--- src/rtl/fwcall_seq.sv ---
module fwcall_seq #(
  parameter int XLEN  = 64,
  parameter int VOFFW = 16
) (
  input  logic             clk,
  input  logic             rst_n,
  input  logic [XLEN-1:0]  cur_pc,
  input  logic             call_req,
  input  logic [7:0]       call_code,
  input  logic             ret_req,
  input  logic             ret_legacy,
  input  logic [XLEN-1:0]  ret_target,
  input  logic             irq_req,
  input  logic [VOFFW-1:0] irq_vec,
  input  logic             rx_req,
  input  logic             rx_set,
  input  logic [4:0]       rx_dst,
  input  logic             base_we,
  input  logic [XLEN-1:0]  base_din,
  input  logic             lock_we,
  input  logic [XLEN-1:0]  lock_din,
  output logic             redirect,
  output logic [XLEN-1:0]  redirect_pc,
  output logic [XLEN-1:0]  exc_addr,
  output logic             priv_mode,
  output logic             intr_flag,
  output logic [XLEN-1:0]  lock_addr,
  output logic [XLEN-1:0]  fw_base,
  output logic             rx_wen,
  output logic             rx_data,
  output logic [4:0]       rx_dst_q
);

  localparam logic [XLEN-1:0] LO_SLOT = XLEN'(32'h1000);
  localparam logic [XLEN-1:0] HI_SLOT = XLEN'(32'h2000);
  localparam logic [4:0]      SINK    = 5'd31;

  logic            do_irq, do_call, do_ret;
  logic [XLEN-1:0] slot_off, call_pc, ret_val, next_pc;

  assign do_irq  = irq_req;
  assign do_call = call_req & ~irq_req;
  assign do_ret  = ret_req & ~irq_req & ~call_req;

  assign slot_off = (call_code[7] ? HI_SLOT : LO_SLOT) + XLEN'({call_code[6:0], 6'b0});
  assign call_pc  = fw_base + slot_off;
  assign ret_val  = ret_legacy ? exc_addr : ret_target;

  always_comb begin
    if (do_irq)       next_pc = fw_base + XLEN'(irq_vec);
    else if (do_call) next_pc = call_pc;
    else              next_pc = {ret_val[XLEN-1:2], 2'b00};
  end

  always_ff @(posedge clk) begin
    if (!rst_n) begin
      redirect    <= 1'b0;
      redirect_pc <= '0;
      exc_addr    <= '0;
      priv_mode   <= 1'b1;
      intr_flag   <= 1'b0;
      lock_addr   <= '1;
      fw_base     <= '0;
      rx_wen      <= 1'b0;
      rx_data     <= 1'b0;
      rx_dst_q    <= '0;
    end else begin
      redirect <= do_irq | do_call | do_ret;
      if (do_irq | do_call | do_ret) redirect_pc <= next_pc;

      if (do_call) exc_addr <= {cur_pc[XLEN-1:1], cur_pc[0] | priv_mode};

      if (do_irq | do_call) priv_mode <= 1'b1;
      else if (do_ret)      priv_mode <= ret_val[0];

      if (do_ret)      intr_flag <= 1'b0;
      else if (rx_req) intr_flag <= rx_set;

      if (do_ret)       lock_addr <= '1;
      else if (lock_we) lock_addr <= lock_din;

      if (base_we) fw_base <= base_din;

      rx_wen   <= rx_req && (rx_dst != SINK);
      rx_data  <= intr_flag;
      rx_dst_q <= rx_dst;
    end
  end


  call_exc_chk: assert property (@(posedge clk) disable iff (!rst_n)
    (call_req && !irq_req) |=> (exc_addr == ($past(cur_pc) | XLEN'($past(priv_mode)))));


  call_priv_chk: assert property (@(posedge clk) disable iff (!rst_n)
    (call_req && !irq_req) |=> (priv_mode && redirect));


  ret_mode_chk: assert property (@(posedge clk) disable iff (!rst_n)
    (ret_req && !call_req && !irq_req) |=>
      (redirect_pc[1:0] == 2'b00 &&
       priv_mode == ($past(ret_legacy) ? $past(exc_addr[0]) : $past(ret_target[0]))));


  ret_clean_chk: assert property (@(posedge clk) disable iff (!rst_n)
    (ret_req && !call_req && !irq_req) |=> ((&lock_addr) && !intr_flag));


  irq_entry_chk: assert property (@(posedge clk) disable iff (!rst_n)
    irq_req |=> (priv_mode && redirect && $stable(exc_addr)));


  rx_sink_chk: assert property (@(posedge clk) disable iff (!rst_n)
    (rx_req && rx_dst == 5'd31) |=> !rx_wen);


  rx_old_chk: assert property (@(posedge clk) disable iff (!rst_n)
    rx_req |=> (rx_data == $past(intr_flag)));


  idle_chk: assert property (@(posedge clk) disable iff (!rst_n)
    (!irq_req && !call_req && !ret_req) |=> (!redirect && $stable(priv_mode)));

endmodule

--- config.mk ---
export PLATFORM = sky130hd
export DESIGN_NAME = fwcall_seq
export DESIGN_NICKNAME = d
export VERILOG_FILES = /design/src/rtl/fwcall_seq.sv
export SDC_FILE = /design/constraint.sdc
export NUM_CORES = 1
export LEC_CHECK = 0
export BUFFER_PORTS_ARGS = -buffer_cell sky130_fd_sc_hd__buf_2
export CORE_MARGIN = 4
export CORE_UTILIZATION = 33
export CTS_BUF_LIST = sky130_fd_sc_hd__clkbuf_4 sky130_fd_sc_hd__clkbuf_8
export CTS_CLUSTER_DIAMETER = 120
export DETAILED_ROUTE_END_ITERATION = 12
export GPL_TIMING_DRIVEN = 1
export HOLD_SLACK_MARGIN = 0.12
export PLACE_DENSITY = 0.55
export SETUP_SLACK_MARGIN = 0.2
export SLEW_MARGIN = 10
export SYNTH_ARGS = -nofsm -noshare
export SYNTH_HDL_FRONTEND = slang
export SYNTH_SLANG_ARGS = --single-unit
--- constraint.sdc ---
create_clock -name clk -period 3.5 [get_ports clk]
set_input_delay 0.35 -clock clk [delete_from_list [all_inputs] [get_ports clk]]
set_output_delay 0.35 -clock clk [all_outputs]
set_load 0.01 [all_outputs]
# Word-level counts from Yosys, hierarchy flattened
# Cells that the tools add are included.
# W data, S select, Z words.
dict set report totals {
  register_bits 266
  output_inout_bits 266
}
dict set report op_classes {
  addsub 3
  n_eq_ne 1
  mux 4
  n_bitwise 9
  n_reduce_logical 3
}
# op n
set ops {}
lappend ops {{$mux W64} 3}
lappend ops {{$add A64 B15 Y64} 1}
lappend ops {{$add A64 B16 Y64} 1}
lappend ops {{$add A14 B13 Y15} 1}
lappend ops {{$mux W14} 1}
lappend ops {{$ne A5 B5 Y1 const B} 1}
lappend ops {{$reduce_or A2 Y1} 2}
lappend ops {{$and A1 B1 Y1} 3}
lappend ops {{$not A1 Y1} 3}
lappend ops {{$or A1 B1 Y1} 3}
lappend ops {{$logic_and A1 B1 Y1} 1}

# Longest topological paths before layout
# Gate-level depths: netlist of run 1.
dict set report logic_depth {
  ltp_word 5
  depth_mapped 11
}

# Worst setup path after synthesis of run 1
# OpenSTA, ideal clock, no wires.
dict set report synth_path {
  kind {register -> register}
  startpoint {register fw_base[12]}
  endpoint {register redirect_pc[49]}
  setup_time_ns 0.079
  t_arrival_ns 2.677
  required_ns 3.421
  setup_slack_ns 0.744
  path_stages_with_launch 10
  path_buffers 0
  period_less_slack_ns 2.756
  cell_sequence {dfxtp_1 -> fa_1 -> ha_1 -> a2111oi_0 -> o21ai_1 -> nand4_1 -> nor2_1 -> xnor2_1 -> a211o_1 -> o211ai_1}
}
dict set report synth_via {
  elab_chain_len 3
}
# element line
set synth_lines {}
lappend synth_lines {{start, declared} 28} ;# output logic [XLEN-1:0] fw_base,
lappend synth_lines {{start signal, assigned} 82} ;# if (base_we) fw_base <= base_din;
lappend synth_lines {{$add A64 B15 Y64} 46} ;# assign call_pc = fw_base + slot_off;
lappend synth_lines {{$mux W64} 51} ;# else if (do_call) next_pc = call_pc;
lappend synth_lines {{$mux W64 (*)} 50} ;# if (do_irq) next_pc = fw_base + XLEN'(irq_vec);
lappend synth_lines {{end signal, assigned} 69} ;# if (do_irq | do_call | do_ret) redirect_pc <= next_pc;
lappend synth_lines {{end, declared} 23} ;# output logic [XLEN-1:0] redirect_pc,
# Every way passes the cells marked *; elsewhere a longest branch is shown, timed or not.
# A chain may end at the register's enable or synchronous reset.

# Worst setup path after layout of run 1
dict set report layout_path {
  startpoint {register fw_base[12]}
  endpoint {register redirect_pc[39]}
}
# The elaborated chain is that of the path after synthesis.

==> Implementation_results.wiki, run 1 <==
{| class="wikitable"
! Metric !! Value
|-
| Crit. Startpoint || fw_base[12]
|-
| Overall die height || 217 um
|-
| Remaining number of nets flagged by the antenna check after routing || 0
|-
| X dimension of the die || 217 um
|-
| Number of enable-type register cells in the synthesized netlist || 0
|-
| Detailed-route via count || 16200
|-
| Number of warnings issued by yosys || 0
|-
| Number of global-route vias before repair || 16200
|-
| Via density per instance || 5.25
|-
| CP Data Required Time || 3.97 ns
|-
| Area fraction of the dominant cell type after synthesis || 0.370
|-
| Part of the cycle the worst path needs || 0.889
|-
| Count of clock tree sinks || 266
|-
| Area of the die || 0.0470 sq mm
|-
| Final setup TNS || 0 ns
|-
| Filler Cell Count || 4218
|-
| Relative slew slack || 0.257
|-
| Final-report max-slew violation count || 0
|-
| Start-to-end type of the worst setup path || reg2reg
|-
| Wire length reported by the detailed router || 69200 um
|-
| Worst clock skew || 0.0244 ns
|-
| Global route overflow || 0
|-
| Final weighted congestion of routability-driven global placement || 0.944
|-
| Share of layout cells above drive strength 1 || 0.294
|-
| Hold path start || ret_target[2]
|-
| Setup repair after global routing missed its margin || false
|-
| Multi-input combinational cell area || 0.00849 sq mm
|-
| Global-route wire length before repair || 101000 um
|-
| Layout area overhead || 45.1%
|-
| Max-cap violation count || 0
|-
| Critical path startpoint category || flop
|-
| Number of buffers created by CTS || 49
|-
| Main combinational cell family by area after synthesis || simple AND/OR/NAND/NOR gates
|-
| Bufs on Longest Clock Path || 3
|-
| Endpoint, Worst Hold || redirect_pc[2]
|-
| Worst vdd ir || 0.000327 V
|-
| Worst flop-to-flop path endpoint || redirect_pc[39]
|-
| Total routing usage reported by global routing || 0.279
|-
| Total of flip-flops plus latches after synthesis || 266
|-
| Number of endpoints failing setup at the final stage || 0
|-
| Reg2reg path depth || 9
|-
| Worst hold path type || in2reg
|-
| Final critical-path required period || 3.11 ns
|-
| Standard-cell rows || 76
|-
| Clock latency on the worst-skew pair || 0.63 ns
|-
| Pin count of the biggest net entering global routing || 66
|-
| Net count, final || 2784
|-
| Register area share after synthesis || 0.370
|-
| Total chip power || 8530 uW
|-
| Data arrival at the endpoint of the critical path || 3.58 ns
|-
| Category of the worst setup path capture point || flop
|-
| Most instantiated library cell after synthesis || dfxtp_1
|-
| Slew at the pin closest to its max-slew limit || 1.12 ns
|-
| IO buf count || 559
|-
| Maximum clock frequency || 321 MHz
|-
| Pwr/cell area || 408 mW/mm^2
|-
| Synth async-reset ratio || 0
|-
| Number of placed instances with taps included || 2787
|-
| Total iterations of the first detailed-routing run || 7
|-
| Count of cells along the worst hold path || 5
|-
| Post-synthesis simple-gate area fraction || 0.210
|-
| Syn_nets || 2064
|-
| Reg2reg setup slack || 0.39 ns
|-
| Beginning of the worst register-to-register path || fw_base[12]
|-
| Status || finished, final reports clean
|-
| Area contributors post-synth || dfxtp_1 37%, mux2i_1 13%, nand2_1 6.7%
|-
| Worst Setup Slack, final || 0.387 ns
|-
| Main flop type after synthesis || dfxtp_1
|-
| Area fraction in compound gates after synthesis || 0.164
|-
| Number of levels the H-tree was split into || 2
|-
| Post-detailed-route wirelength per cell || 22.4 um
|-
| Cell chosen for the clock root || clkbuf_8
|-
| Largest fanout on the critical path || 8
|-
| Post-synth top area cell || dfxtp_1
|-
| Setup slack at placement || 0.192 ns
|-
| Cell types with the highest counts after synthesis || 266 x dfxtp_1, 258 x nand2_1, 192 x mux2i_1
|-
| Number of DRC markers in iteration 0 || 1411
|-
| Initial Utilization || 0.334
|-
| Number of antenna violations at the first check in global routing || 5
|-
| Number of cells produced by synthesis || 1735
|-
| Post-Synth Adder-Cell Area || 0.0311
|-
| Syn Std Cell Area || 0.0144 sq mm
|-
| Synthesized-area fraction occupied by xor and xnor cells || 0.0468
|-
| TritonCTS clock tree || yes
|-
| HPWL after detailed placement || 51700 um
|-
| P_leak || 0.00949 uW
|-
| Final hold violation count || 0
|-
| Footprint of the flip-flops and latches || 0.00533 sq mm
|-
| Area inside the core boundary || 0.0431 sq mm
|-
| Count of distinct cell types in the synthesized netlist || 82
|-
| Multiplexer area fraction after synthesis || 0.135
|-
| Number of top-level design ports || 561
|-
| Clock-pin slew reported for the worst setup and hold paths after clock tree synthesis || 0.06 ns
|-
| Post-detailed-route DRC marker count || 0
|-
| Average instance area after synthesis || 8.30 sq um
|-
| Final standard cell count with taps included and fillers excluded || 3083
|}
[worst max-delay path, stage by stage, from the launching register on]
cell and delay [ns]:
dfxtp_1 0.41, fa_1 0.45, ha_1 0.41, o211ai_1 0.17, o21a_1 0.26, nor3_2 0.66
nand2_1 0.16, xnor2_1 0.17, a21oi_1 0.18, o22ai_1 0.09
[state kept, by name (all words and copies together) (netlist names)]
register / cells
exc_addr: 64
fw_base: 64
lock_addr: 64
redirect_pc: 64
rx_dst_q: 5
intr_flag: 1
priv_mode: 1
redirect: 1
rx_data: 1
rx_wen: 1
[layout make-up]
| cell class | instances | share of cell area |
|---|---|---|
| sequential | 266 | 0.255 |
| timing repair buffer | 802 | 0.246 |
| inverter | 13 | 0.00258 |
| multi-input combinational | 1323 | 0.406 |
| antenna | 6 | 0.000719 |
| clock buffer | 77 | 0.0486 |
| clock inverter | 11 | 0.00575 |
| tap | 585 | 0.0350 |
[worst max path at each step]
stage	to
after global routing	redirect_pc[54]
after detailed placement	redirect_pc[35]
after CTS	redirect_pc[35]
after floorplan	redirect_pc[49]
final	redirect_pc[39]
after global placement	redirect_pc[59]
[cell families after synthesis]
| kind of cell | Yosys count |
|---|---|
| simple gates | 645 |
| compound gates | 373 |
| flops | 266 |
| mux | 194 |
| buf+inv | 146 |
| xor+xnor | 77 |
| fa+ha+maj | 34 |
[metrics by stage]
stage,utilization,area [sq um],hold slack [ns]
CTS,0.484,20900,0.120
global placement,0.411,17700,0.435
finish,0.485,20900,0.177
detailed placement,0.411,17700,0.437
floorplan,-,14400,0.448
global route,0.485,20900,0.168
[layout by cell type, fill, tap and decap left out, types with 37 or more instances in the layout]
cell and n:
a211oi_1 43, a21oi_1 149, buf_2 556, buf_4 44, clkbuf_8 70, dfxtp_1 266
dlygate4sd3_1 201, mux2i_1 192, nand2_1 257, nand3_1 43, nor2_1 167, o21ai_0 61
xnor2_1 40, xor2_1 37
[report_power, final]
| part | internal, uW | switching [uW] |
|---|---|---|
| Combinational | 758 | 933 |
| Clock | 2000 | 1440 |
| Sequential | 3210 | 193 |
| Total | 5970 | 2560 |
[metal layers]
| layer | vias to the layer above | GRT usage | wire (um) |
|---|---|---|---|
| met1 | 7643 | 0.385 | 31000 |
| met4 | 0 | 0.0897 | 2170 |
| met5 | - | 0 | 0 |
| li1 | 7637 | - | - |
| met2 | 763 | 0.439 | 30500 |
| met3 | 132 | 0.0557 | 5420 |
[timing repair]
item                                    in CTS  in global routing
hold buffers                               201                  0
setup buffers                                0                  1
endpoints found under the hold margin      200                  0
resized for setup                            0                  1
endpoints found under the setup margin       0                  6
Power figures use the tool's default switching activity.
==> run 2, diff against run 1 <==
--- a/config.mk
+++ b/config.mk
@@ -6,11 +6,11 @@
 export NUM_CORES = 1
 export LEC_CHECK = 0
 export BUFFER_PORTS_ARGS = -buffer_cell sky130_fd_sc_hd__buf_2
-export CORE_MARGIN = 4
-export CORE_UTILIZATION = 33
+export CORE_AREA = 4 4 214 216
 export CTS_BUF_LIST = sky130_fd_sc_hd__clkbuf_4 sky130_fd_sc_hd__clkbuf_8
 export CTS_CLUSTER_DIAMETER = 120
 export DETAILED_ROUTE_END_ITERATION = 12
+export DIE_AREA = 0 0 218 220
 export GPL_TIMING_DRIVEN = 1
 export HOLD_SLACK_MARGIN = 0.12
 export PLACE_DENSITY = 0.55
==> run 2 against run 1 <==
Net effect: via count decreased by 0.17%; cell count about the same; core utilization fell by 1.1 points; hold slack worse by 0.0020 ns; clock skew up 0.0093 ns; global-route usage fell by 1.2 points; sequential share of layout area is 0.063 points higher; critical path depth rose by 1; count of clock-buffer cells in the layout is 4 lower; cell area fell by 0.25%; sequential power about the same; critical path type unchanged; largest cell class unchanged.
==> Implementation_results.wiki, run 2 (synthesis gave the netlist of run 1 again) <==
{| class="wikitable"
! Metric !! Value
|-
| Clock latency on the worst-skew pair || 0.64 ns
|-
| Pwr/cell area || 402 mW/mm^2
|-
| P_leak || 0.00946 uW
|-
| X dimension of the die || 218 um
|-
| Utilization after layout || 0.474
|-
| Final critical-path required period || 3.12 ns
|-
| Post-detailed-route DRC marker count || 0
|-
| Count of cells along the worst hold path || 4
|-
| Max-cap violation count || 0
|-
| IO buf count || 559
|-
| Detailed-route via count || 16100
|-
| Post-detailed-route wirelength per cell || 22.2 um
|-
| Critical path startpoint category || flop
|-
| Final standard cell count with taps included and fillers excluded || 3084
|-
| Part of the cycle the worst path needs || 0.892
|-
| Number of top-level design ports || 561
|-
| Worst hold path type || in2reg
|-
| Final hold violation count || 0
|-
| Worst hold margin || 0.175 ns
|-
| Most common cell after layout, fill and taps aside || buf_2
|-
| Total routing usage reported by global routing || 0.267
|-
| Layer with the highest usage || met2
|-
| Data arrival at the endpoint of the critical path || 3.63 ns
|-
| Clock-pin slew reported for the worst setup and hold paths after clock tree synthesis || 0.06 ns
|-
| Number of buffers created by CTS || 48
|-
| Overall die height || 220 um
|-
| Worst flop-to-flop path endpoint || redirect_pc[28]
|-
| Largest fanout on the critical path || 11
|-
| Status || finished, final reports clean
|-
| Largest stage delay, worst path || 0.44 ns
|-
| CP Data Required Time || 4.01 ns
|-
| Final-report max-slew violation count || 0
|-
| Number of global-route vias before repair || 15800
|-
| Share of layout cells above drive strength 1 || 0.294
|-
| Bufs on Longest Clock Path || 3
|-
| Beginning of the worst register-to-register path || fw_base[12]
|-
| Reg2reg setup slack || 0.38 ns
|-
| Maximum clock frequency || 320 MHz
|-
| Count of clock tree sinks || 266
|-
| Number of DRC markers in iteration 0 || 1219
|-
| Leading cell types in the layout, fill and taps excluded || 556 x buf_2, 266 x dfxtp_1, 257 x nand2_1, 203 x dlygate4sd3_1, 192 x mux2i_1
|-
| Number of antenna violations at the first check in global routing || 0
|-
| Wire length reported by the detailed router || 68300 um
|-
| Category of the worst setup path capture point || flop
|-
| Standard-cell rows || 77
|-
| Final weighted congestion of routability-driven global placement || 0.953
|-
| Number of levels the H-tree was split into || 2
|-
| Via density per instance || 5.24
|-
| Slew at the pin closest to its max-slew limit || 1.09 ns
|-
| N_diodes || 0
|-
| Cell-by-cell listing of the critical path || fa_1 -> ha_1 -> nand4_1 -> o22ai_1 -> buf_4 -> or2_2 -> nand2_1 -> xor2_1 -> o21ai_0 -> nor4b_1
|-
| TritonCTS clock tree || yes
|-
| Layout area overhead || 44.8%
|-
| Final setup TNS || 0 ns
|-
| Cell chosen for the clock root || clkbuf_8
|-
| HPWL after detailed placement || 50900 um
|-
| Met1 Use GR || 0.367
|-
| Number of buffer and inverter stages on the critical path || 1
|-
| Remaining number of nets flagged by the antenna check after routing || 0
|-
| Total iterations of the first detailed-routing run || 7
|-
| Met2 layer usage reported by global route || 0.424
|-
| Critical path's slowest cell || fa_1
|-
| Relative slew slack || 0.273
|-
| Endpoint, Worst Hold || redirect_pc[0]
|-
| Start-to-end type of the worst setup path || reg2reg
|-
| Number of placed instances with taps included || 2793
|-
| Area inside the core boundary || 0.0439 sq mm
|-
| Net count, final || 2784
|-
| Initial Utilization || 0.328
|-
| Met3 routing resource usage after global routing || 0.0518
|-
| Number of endpoints failing setup at the final stage || 0
|-
| Worst clock skew || 0.0337 ns
|-
| Dominant delay contributor by cell family on the critical path || simple AND/OR/NAND/NOR gates
|-
| Global route overflow || 0
|-
| Area of the die || 0.0480 sq mm
|-
| Hold path start || irq_vec[0]
|-
| Setup repair after global routing missed its margin || false
|-
| Worst vdd ir || 0.000304 V
|-
| Pin count of the biggest net entering global routing || 65
|-
| Reg2reg path depth || 10
|-
| Global-route wire length before repair || 98500 um
|}
## run 2: changes by cell type in the layout (fill, tap and decap cells not counted), moves of 2 or more
| cell | change |
|---|---|
| clkinvlp_4 | +3 |
| clkbuf_4 | +5 |
| diode_2 | -6 |
| dlygate4sd3_1 | +2 |
| clkbuf_8 | -9 |
## run 2: power by group
part / total (uW) / internal, uW / switching (uW)
registers: 3410 / 3210 / 202
logic: 1680 / 756 / 920
clock network: 3280 / 1860 / 1420
total: 8370 / 5830 / 2540
## run 2: timing repair
action	CTS	global route
setup buffers	0	1
endpoints found under the hold margin	202	0
resized for setup	0	4
hold buffers	203	0
endpoints found under the setup margin	0	13
## run 2: layout make-up
class	count	area [sq um]
clock buffer	73	930
timing repair buffer	803	5140
multi-input combinational	1323	8500
tap	592	741
inverter	13	53.8
clock inverter	14	146
fill	4341	23100
sequential	266	5330
## run 2: worst min-delay path, stage by stage
cell	delay, ns
buf_2	0.10
ha_1	0.12
nor2_1	0.04
nor3_1	0.14
## run 2: metal layers
layer,part of all wire,vias to the layer above,wire [um]
met5,0,-,0
met4,0.031,0,2110
met3,0.073,144,5010
met2,0.45,757,30800
met1,0.44,7628,30400
li1,-,7619,-
## run 2: through the flow
stage                     instance area (sq um)  power (uW)  setup slack, ns
after detailed placement                  17700        4940            0.103
after CTS                                 20800        8430            0.271
after global placement                    17700        4920            0.281
after floorplan                           14400        4240            0.744
final                                     20800        8370            0.378
after global routing                      20800        8740            0.228
## run 2: how the worst max path moves through the flow
stage	start	endpoint	cells past startpoint
after floorplan	fw_base[12]	redirect_pc[49]	9
final	fw_base[12]	redirect_pc[28]	10
after global placement	call_code[7]	redirect_pc[59]	11
after global routing	fw_base[12]	redirect_pc[53]	10
after CTS	fw_base[12]	redirect_pc[59]	10
after detailed placement	call_code[7]	redirect_pc[35]	12
==> run 3, diff against run 2 <==
--- a/config.mk
+++ b/config.mk
@@ -13,7 +13,7 @@
 export DIE_AREA = 0 0 218 220
 export GPL_TIMING_DRIVEN = 1
 export HOLD_SLACK_MARGIN = 0.12
-export PLACE_DENSITY = 0.55
+export PLACE_DENSITY = 0.57
 export SETUP_SLACK_MARGIN = 0.2
 export SLEW_MARGIN = 10
 export SYNTH_ARGS = -nofsm -noshare
==> constraint.sdc (replaced) <==
create_clock -name clk -period 2.8 [get_ports clk]
set_input_delay 0.28 -clock clk [delete_from_list [all_inputs] [get_ports clk]]
set_output_delay 0.28 -clock clk [all_outputs]
set_load 0.01 [all_outputs]
==> run 3 against run 2 <==
Net effect: non-clock buffer count increased by 121; cell count increased by 3.8%; largest power group unchanged; register-to-register slack got worse by 0.22 ns; sequential power increased by 24%; power increased by 25%.
==> Implementation_results.wiki, run 3 (synthesis gave the netlist of run 1 again) <==
{| class="wikitable"
! Metric !! Value
|-
| Status || finished, final reports clean
|-
| Largest fanout on the critical path || 6
|-
| Final weighted congestion of routability-driven global placement || 0.945
|-
| Critical path startpoint category || flop
|-
| Maximum clock frequency || 378 MHz
|-
| Largest stage delay, worst path || 0.55 ns
|-
| Utilization after layout || 0.509
|-
| P_leak || 0.0102 uW
|-
| Start-to-end type of the worst setup path || reg2reg
|-
| Total routing usage reported by global routing || 0.277
|-
| Met3 routing resource usage after global routing || 0.0556
|-
| Pin count of the biggest net entering global routing || 73
|-
| Max-cap violation count || 0
|-
| Leading cell types in the layout, fill and taps excluded || 556 x buf_2, 264 x dfxtp_1, 254 x nand2_1, 212 x dlygate4sd3_1, 192 x mux2i_1
|-
| Most common cell after layout, fill and taps aside || buf_2
|-
| TritonCTS clock tree || yes
|-
| Part of the cycle the worst path needs || 0.944
|-
| Standard-cell rows || 77
|-
| Reg2reg path depth || 10
|-
| Reg2reg setup slack || 0.16 ns
|-
| Met1 Use GR || 0.386
|-
| Met2 layer usage reported by global route || 0.432
|-
| Via density per instance || 5.28
|-
| Termination of the worst setup path || redirect_pc[23]
|-
| Number of antenna violations at the first check in global routing || 1
|-
| Initial Utilization || 0.328
|-
| Number of endpoints failing setup at the final stage || 0
|-
| Beginning of the worst register-to-register path || fw_base[12]
|-
| Worst vdd ir || 0.000306 V
|-
| Net count, final || 2908
|-
| Number of top-level design ports || 561
|-
| Final hold violation count || 0
|-
| Layout area overhead || 55.3%
|-
| Count of clock tree sinks || 266
|-
| Cell-by-cell listing of the critical path || fa_2 -> ha_4 -> a2111oi_4 -> o21a_2 -> nor3_4 -> buf_12 -> buf_6 -> a221o_1 -> a31oi_1 -> nor2_1
|-
| Number of levels the H-tree was split into || 2
|-
| Clock-pin slew reported for the worst setup and hold paths after clock tree synthesis || 0.05 ns
|-
| Global route overflow || 0
|-
| Total iterations of the first detailed-routing run || 5
|-
| Global-route wire length before repair || 103000 um
|-
| Final-report max-slew violation count || 0
|-
| Cell chosen for the clock root || clkbuf_8
|-
| Wire length reported by the detailed router || 71500 um
|-
| Data arrival at the endpoint of the critical path || 3.16 ns
|-
| Bufs on Longest Clock Path || 3
|-
| Area inside the core boundary || 0.0439 sq mm
|-
| Final critical-path required period || 2.64 ns
|-
| Crit. Startpoint || fw_base[12]
|-
| Remaining number of nets flagged by the antenna check after routing || 0
|-
| Worst hold margin || 0.186 ns
|-
| Number of global-route vias before repair || 16400
|-
| Share of layout cells above drive strength 1 || 0.352
|-
| Layer with the highest usage || met2
|-
| Relative slew slack || 0.259
|-
| Category of the worst setup path capture point || flop
|-
| IO buf count || 559
|-
| CP Data Required Time || 3.32 ns
|-
| Detailed-route via count || 16900
|-
| Number of buffers created by CTS || 49
|-
| Critical path's slowest cell || fa_2
|-
| Pwr/cell area || 467 mW/mm^2
|-
| Clock latency on the worst-skew pair || 0.64 ns
|-
| Setup repair after global routing missed its margin || true
|-
| Overall die height || 220 um
|-
| Slew at the pin closest to its max-slew limit || 1.11 ns
|-
| Number of DRC markers in iteration 0 || 1343
|-
| Worst flop-to-flop path endpoint || redirect_pc[23]
|-
| Total chip power || 10400 uW
|-
| HPWL after detailed placement || 53500 um
|-
| Post-detailed-route wirelength per cell || 22.3 um
|-
| X dimension of the die || 218 um
|-
| Area of the die || 0.0480 sq mm
|-
| Post-detailed-route DRC marker count || 0
|-
| Worst hold path type || in2reg
|-
| Worst clock skew || 0.0294 ns
|}
run 3: layout make-up:
type | count | area (sq um)
fillers | 4170 | 21600
multi-input cells | 1325 | 9050
repair buffers | 924 | 6210
flip-flops and latches | 266 | 5330
clock buffers | 76 | 933
well taps | 592 | 741
inverters | 13 | 51.3
clock inverters | 5 | 42.5
diodes | 1 | 2.50
run 3: what timing repair did:
| item | CTS | global route |
|---|---|---|
| cloned | 1 | 2 |
| endpoints found under the setup margin | 49 | 53 |
| buffers inserted | 7 | 9 |
| pin swaps | 28 | 62 |
| hold endpoints to repair | 213 | 0 |
| resized for setup | 43 | 81 |
| hold buffers | 212 | 0 |
run 3: worst min path at each step:
stage / from / to / slack [ns] / cells past startpoint
global route: ret_target[25] / redirect_pc[25] / 0.17 / 4
finish: ret_req / redirect_pc[23] / 0.19 / 4
global placement: redirect_pc[11] / redirect_pc[11] / 0.43 / 2
detailed placement: redirect_pc[17] / redirect_pc[17] / 0.44 / 2
floorplan: rx_dst[3] / rx_wen / 0.38 / 1
CTS: ret_target[25] / redirect_pc[25] / 0.14 / 4
run 3: worst max-delay path, delay by kind of cell (launching register included):
kind,cells,cell delay [ns]
DFF,1,0.32
AOI/OAI and AO/OA,4,1.08
and+or+nand+nor,2,0.12
adders and majority gates,2,0.77
buffers and inverters,2,0.25
run 3: through the flow:
step	setup slack (ns)	std cells	instance area, sq um	setup TNS (ns)
after floorplan	0.203	1735	14400	0
after global routing	0.0555	3202	22400	0
after CTS	0.150	3190	21900	0
final	0.156	3202	22400	0
after global placement	-0.174	2889	18500	-1.66
after detailed placement	-0.236	2889	18500	-3.67
run 3: power breakdown:
group,total (uW),internal [uW],leakage (uW),switching [uW]
Sequential,4220,4020,0.00219,201
Clock,3840,2100,0.000519,1730
Combinational,2380,1090,0.00754,1290
Total,10400,7210,0.0102,3230
run 3: layer usage:
layer  vias up  wire length [um]
met3       150              5710
met4         0              2450
met2       850             32200
li1       7861                 -
met1      8045             31100
met5         -                 0
